## src/rtl/nan_screen_pkg.sv

```systemverilog
package nan_screen_pkg;
  typedef enum logic [2:0] {
    CLS_ARITH = 3'd0,
    CLS_LOAD  = 3'd1,
    CLS_CMP   = 3'd2,
    CLS_STINT = 3'd3,
    CLS_STBCD = 3'd4
  } op_class_e;

  typedef struct packed {
    logic is_nan;
    logic is_snan;
  } nan_kind_t;
endpackage

```

## src/rtl/nan_classify.sv

```systemverilog
module nan_classify
  import nan_screen_pkg::*;
#(
  parameter int EXP_W = 15,
  parameter int SIG_W = 64,
  localparam int W = 1 + EXP_W + SIG_W,
  localparam int QBIT = SIG_W - 2
) (
  input  logic [W-1:0] opnd,
  input  logic         used,
  output nan_kind_t    kind
);
  logic exp_ones, frac_nz;

  always_comb begin
    exp_ones     = &opnd[W-2:SIG_W];
    frac_nz      = |opnd[QBIT:0];
    kind.is_nan  = used && exp_ones && frac_nz;
    kind.is_snan = used && exp_ones && frac_nz && !opnd[QBIT];
  end
endmodule

```

## src/rtl/nan_pick.sv

```systemverilog
module nan_pick
  import nan_screen_pkg::*;
#(
  parameter int EXP_W = 15,
  parameter int SIG_W = 64,
  localparam int W = 1 + EXP_W + SIG_W,
  localparam int QBIT = SIG_W - 2
) (
  input  logic [W-1:0] a,
  input  logic [W-1:0] b,
  input  nan_kind_t    ka,
  input  nan_kind_t    kb,
  output logic [W-1:0] quiet_nan,
  output logic         any_nan,
  output logic         any_snan,
  output logic         any_qnan
);
  logic take_a;
  logic [W-1:0] src;

  always_comb begin
    take_a    = ka.is_nan && (!kb.is_nan || (a[SIG_W-1:0] >= b[SIG_W-1:0]));
    src       = take_a ? a : b;
    quiet_nan = src;
    quiet_nan[QBIT] = 1'b1;
    any_nan   = ka.is_nan || kb.is_nan;
    any_snan  = ka.is_snan || kb.is_snan;
    any_qnan  = (ka.is_nan && !ka.is_snan) || (kb.is_nan && !kb.is_snan);
  end
endmodule

```

## src/rtl/nan_screen.sv

```systemverilog
module nan_screen
  import nan_screen_pkg::*;
#(
  parameter int EXP_W = 15,
  parameter int SIG_W = 64,
  localparam int W = 1 + EXP_W + SIG_W,
  localparam int NOPS = 2
) (
  input  logic         clk,
  input  logic         rst_n,
  input  logic         in_valid,
  output logic         in_ready,
  input  logic [W-1:0] op_a,
  input  logic [W-1:0] op_b,
  input  logic [NOPS-1:0] opnd_use,
  input  logic [2:0]   op_class,
  input  logic         inv_mask,
  input  logic         stk_fault,
  output logic         out_valid,
  input  logic         out_ready,
  output logic         flag_invalid,
  output logic         exc_req,
  output logic         no_wb,
  output logic         force_nan,
  output logic [W-1:0] res_a,
  output logic [W-1:0] res_b
);
  localparam logic [W-1:0] INDEF = {1'b1, {EXP_W{1'b1}}, 2'b11, {(SIG_W-2){1'b0}}};

  logic [W-1:0] opnds [NOPS];
  nan_kind_t    kinds [NOPS];

  assign opnds[0] = op_a;
  assign opnds[1] = op_b;

  for (genvar i = 0; i < NOPS; i++) begin : g_cls
    nan_classify #(.EXP_W(EXP_W), .SIG_W(SIG_W)) u_cls (
      .opnd(opnds[i]),
      .used(opnd_use[i]),
      .kind(kinds[i])
    );
  end

  logic [W-1:0] prop_nan;
  logic any_nan, any_snan, any_qnan;

  nan_pick #(.EXP_W(EXP_W), .SIG_W(SIG_W)) u_pick (
    .a(op_a), .b(op_b), .ka(kinds[0]), .kb(kinds[1]),
    .quiet_nan(prop_nan), .any_nan(any_nan),
    .any_snan(any_snan), .any_qnan(any_qnan)
  );

  logic strict_cls, inv_d, exc_d, force_d;
  logic [W-1:0] ra_d, rb_d;

  always_comb begin
    strict_cls = (op_class == CLS_CMP) || (op_class == CLS_STINT) ||
                 (op_class == CLS_STBCD);
    inv_d   = any_snan || (strict_cls && any_qnan) || stk_fault;
    exc_d   = inv_d && !inv_mask;
    force_d = !exc_d && (any_nan || stk_fault);
    ra_d    = '0;
    rb_d    = '0;
    if (force_d) begin
      if (stk_fault) begin
        ra_d = INDEF;
        rb_d = INDEF;
      end else begin
        ra_d = prop_nan;
        rb_d = prop_nan;
      end
    end
  end

  logic take;
  assign in_ready = !out_valid || out_ready;
  assign take     = in_valid && in_ready;

  always_ff @(posedge clk or negedge rst_n) begin
    if (!rst_n) begin
      out_valid    <= 1'b0;
      flag_invalid <= 1'b0;
      exc_req      <= 1'b0;
      no_wb        <= 1'b0;
      force_nan    <= 1'b0;
      res_a        <= '0;
      res_b        <= '0;
    end else begin
      if (take) begin
        out_valid    <= 1'b1;
        flag_invalid <= inv_d;
        exc_req      <= exc_d;
        no_wb        <= exc_d;
        force_nan    <= force_d;
        res_a        <= ra_d;
        res_b        <= rb_d;
      end else if (out_ready) begin
        out_valid <= 1'b0;
      end
    end
  end
endmodule

```

## config.mk

```make
export PLATFORM = sky130hd
export DESIGN_NAME = nan_screen
export DESIGN_NICKNAME = d
export VERILOG_FILES = /design/src/rtl/nan_screen_pkg.sv /design/src/rtl/nan_classify.sv /design/src/rtl/nan_pick.sv /design/src/rtl/nan_screen.sv
export SDC_FILE = /design/constraint.sdc
export NUM_CORES = 1
export LEC_CHECK = 0
export BUFFER_PORTS_ARGS = -buffer_cell sky130_fd_sc_hd__buf_2
export CAP_MARGIN = 20
export CORE_MARGIN = 2
export CORE_UTILIZATION = 38
export CTS_CLUSTER_DIAMETER = 100
export DETAILED_ROUTE_END_ITERATION = 10
export PLACE_DENSITY_LB_ADDON = 0.2
export SETUP_SLACK_MARGIN = 0.05
export SYNTH_ARGS = -nofsm -noshare
export SYNTH_HDL_FRONTEND = slang
export SYNTH_HIERARCHICAL = 1
export SYNTH_SLANG_ARGS = --single-unit
```

## constraint.sdc

```tcl
create_clock -name clk -period 2.46 [get_ports clk]
set_input_delay 0.738 -clock clk [delete_from_list [all_inputs] [get_ports clk]]
set_output_delay 0.738 -clock clk [all_outputs]
set_load 0.005 [all_outputs]
```

==> qor.json <==
{
  "die": {
    "placementRows": 50,
    "floorplan.initialDensity": 0.391,
    "design.portCount": 337,
    "dieHeight_um": 143,
    "core_area_um2": 18800,
    "floorplan.die.width_um": 143,
    "total_die_area_um2": 20500
  },
  "setup_path": {
    "worst_path_largest_cell_delay_ns": 0.37,
    "ff2ff_setup_slack_ns": 0.99,
    "endpoint_of_the_lowest_slack_register_to_register_path": "no_wb",
    "critical_path_start": "op_b[45]",
    "cp-end-kind": "flop",
    "worstPathArrival_ns": 3.43,
    "start_kind": "input pin",
    "reg2reg_from": "out_valid",
    "crit_path_cell_chain": "buf_8 -> inv_4 -> ha_4 -> a21o_1 -> a21o_1 -> a221oi_2 -> nor3_1 -> o31a_1 -> o41ai_4 -> buf_6 -> buf_8 -> buf_12 -> buf_16 -> mux2_2 -> nand4_1 -> o2bb2ai_1",
    "critical_path_endpoint": "res_a[26]",
    "crit_fanout": 6,
    "worst-r2r-cell-count": 4,
    "crit_path_top_delay_cell": "sky130_fd_sc_hd__o41ai_4",
    "worst_ep_required_time_ns": 2.70,
    "critPathKind": "input pin to flop"
  },
  "power": {
    "intPower_mw": 3.02,
    "totalPowerFinal_mw": 4.35,
    "p_seq_frac": 0.339,
    "static-leakage-power_nw": 6.33,
    "share_clk_of_total_power": 0.359,
    "netSwitchingFraction": 0.306,
    "power.switching_mw": 1.33,
    "power.combinational.fraction": 0.302,
    "power_per_cell_area_nw_per_um2": 366,
    "power.ir.vdd_worst_mv": 0.323
  },
  "run": {
    "max_cap_violations": 0
  },
  "synthesis": {
    "yosys.cell_types.count": 44,
    "number_of_flops_mapped_to_enable_cells_by_yosys": 0,
    "postSynth.topFlopCell": "sky130_fd_sc_hd__dfrtp_1",
    "synth_area_leader_cell": "sky130_fd_sc_hd__dfrtp_1",
    "syn-instance-count": 777,
    "synthTopCellsByArea": "sky130_fd_sc_hd__dfrtp_1 29%, sky130_fd_sc_hd__ha_1 11%, sky130_fd_sc_hd__mux2_2 11%",
    "synth_fp_nets": 1012,
    "synthesis.area_um2": 7350,
    "syn_area_per_cell_um2": 9.47,
    "asyncSetResetFlopFracSynth": 1.00,
    "ys_warn_count": 6,
    "ys_seq_area_frac": 0.286,
    "cell_with_the_most_instances_after_synthesis": "sky130_fd_sc_hd__nand4_1",
    "synth_top_area_frac": 0.286,
    "synth_seq_cells": 84,
    "ys_top_cells_by_count": "91 x sky130_fd_sc_hd__nand4_1, 84 x sky130_fd_sc_hd__buf_4, 84 x sky130_fd_sc_hd__dfrtp_1"
  },
  "layout": {
    "area_added_between_synthesis_and_finish_pct": 61.6,
    "final_layout_size_suffix_gt1_frac": 0.623,
    "diodes": 0,
    "utilization": 0.631,
    "nets": 1417,
    "design_area_um2": 11900
  },
  "clocking": {
    "cts.root.buffer_cell": "sky130_fd_sc_hd__clkbuf_16",
    "clk-insertion-delay-late_ns": 0.36,
    "htree_levels": 3,
    "clock_tree.buffer_depth": 2,
    "worst_setup_hold_path_clk_slew_ns": 0.07,
    "cts-buffers-inserted": 9,
    "post_cts_hold_buffer_count": 0,
    "cts_num_sinks": 84,
    "cts_tree": "built"
  },
  "drt": {
    "wl_mm": 30.3,
    "vias": 7950,
    "drcViolationCount": 0,
    "routed_wire_length_per_instance_um": 20.9,
    "dr.pass1.iters": 5,
    "viasPerCell": 5.49,
    "drt-initial-drc-count": 461,
    "drt.antenna.violating_nets": 0
  },
  "place": {
    "buffer_ports.inserted": 336,
    "place_congestion": 0.909,
    "dpl-instance-area_um2": 10100,
    "place.detailed.hpwl_mm": 21.2
  },
  "global_route": {
    "gr-total-overflow": 0,
    "grt_max_degree": 48,
    "via_count_of_the_first_global_routing_pass": 7759,
    "antenna_found_initial": 0,
    "wire_length_of_the_first_global_routing_pass_mm": 42.6,
    "grt_util_overall": 0.272
  },
  "sta": {
    "period_share": 1.30,
    "timing.final.max_slew_violations": 0,
    "hold_viol": 0,
    "clock-skew-final_ns": 0.0118,
    "final_period_minus_worst_setup_slack_ns": 3.19,
    "setup_viol": 83,
    "grt_setup_unrepaired": "true",
    "max_clock_freq_mhz": 313,
    "post-route-worst-setup-slack_ns": -0.732,
    "max-slew-margin-rel": 0.649,
    "max_slew.worst_pin.slew_ns": 0.527
  },
  "status": {
    "violations_in_the_final_reports": "setup timing",
    "outcome": "finished, violations left"
  },
  "hold_path": {
    "hold_path_class": "input pin to asynchronous set/reset pin"
  }
}
-- metrics by stage --
stage                     TNS [ns]  worst slack, ns  std cells  hold WS [ns]
after floorplan             -52.62           -0.803        777         0.442
after global placement      -98.86            -1.25       1403         0.484
after detailed placement   -102.31            -1.29       1403         0.493
after CTS                   -51.45           -0.692       1438         0.294
after global routing        -58.32           -0.776       1447         0.312
final                       -54.38           -0.732       1447         0.289
-- how the worst min path moves through the flow --
stage	endpoint	slack, ns	cells after the start
finish	out_valid	0.29	1
global route	out_valid	0.31	1
CTS	out_valid	0.29	1
detailed placement	force_nan	0.49	1
global placement	force_nan	0.48	1
floorplan	flag_invalid	0.44	0
-- power groups by stage --
stage | Sequential [mW] | Clock, mW | Combinational, mW
after floorplan | 1.49 | 0 | 0.495
after global placement | 1.50 | 0 | 1.08
after detailed placement | 1.50 | 0 | 1.09
after CTS | 1.47 | 1.58 | 1.20
after global routing | 1.48 | 1.65 | 1.41
final | 1.48 | 1.56 | 1.31
-- registers in the layout, summed over array words and instances, names as in the netlist --
register      count
res_a            80
flag_invalid      1
force_nan         1
no_wb             1
out_valid         1
-- layout make-up --
type | instances | area (um^2)
Clock inverter | 6 | 93.8
Inverter | 71 | 277
Fill cell | 1528 | 6950
Multi-Input combinational cell | 486 | 5150
Tap cell | 260 | 325
Sequential cell | 84 | 2100
Timing Repair Buffer | 530 | 3700
Clock buffer | 10 | 239
-- logic make-up after synthesis --
group | share of synthesized area
flip-flops | 0.286
AO/OA/AOI/OAI | 0.171
buffers and inverters | 0.158
multiplexers | 0.122
other | 0.000510
adder cells (fa/ha/maj) | 0.109
AND/OR/NAND/NOR | 0.153
-- layer usage --
layer,global-route usage,up-vias,part of all wire
met5,0,-,0
met4,0.0954,0,0.024
met2,0.468,318,0.49
met3,0.0359,53,0.053
li1,-,3666,-
met1,0.349,3913,0.43
-- critical path, delay by kind of cell --
family / cells / cell delay [ns]
buffers and inverters: 6 / 0.69
adders and majority gates: 1 / 0.20
AOI/OAI and AO/OA: 6 / 1.31
muxes: 1 / 0.33
and+or+nand+nor: 2 / 0.14
-- layout by cell type (no fill, tap or decap), drive strengths merged, types with 2 or more instances in the layout --
| cell type | n |
|---|---|
| a2111oi | 2 |
| a211oi | 2 |
| a21o | 26 |
| a21oi | 20 |
| a221oi | 3 |
| and4 | 2 |
| buf | 525 |
| bufinv | 2 |
| clkbuf | 15 |
| dfrtp | 84 |
| ha | 64 |
| inv | 74 |
| mux2 | 80 |
| nand2 | 11 |
| nand2b | 4 |
| nand3 | 25 |
| nand4 | 91 |
| nor2 | 4 |
| nor2b | 5 |
| nor3 | 4 |
| nor3b | 2 |
| nor4 | 36 |
| o21ai | 8 |
| o2bb2ai | 81 |
| o31ai | 2 |
-- what timing repair did --
action | CTS | global route
resized for setup | 110 | 100
setup endpoints to repair | 83 | 83
pin swaps | 28 | 61
buffers inserted | 12 | 10
gates cloned | 7 | 5
Power figures use the tool's default switching activity.
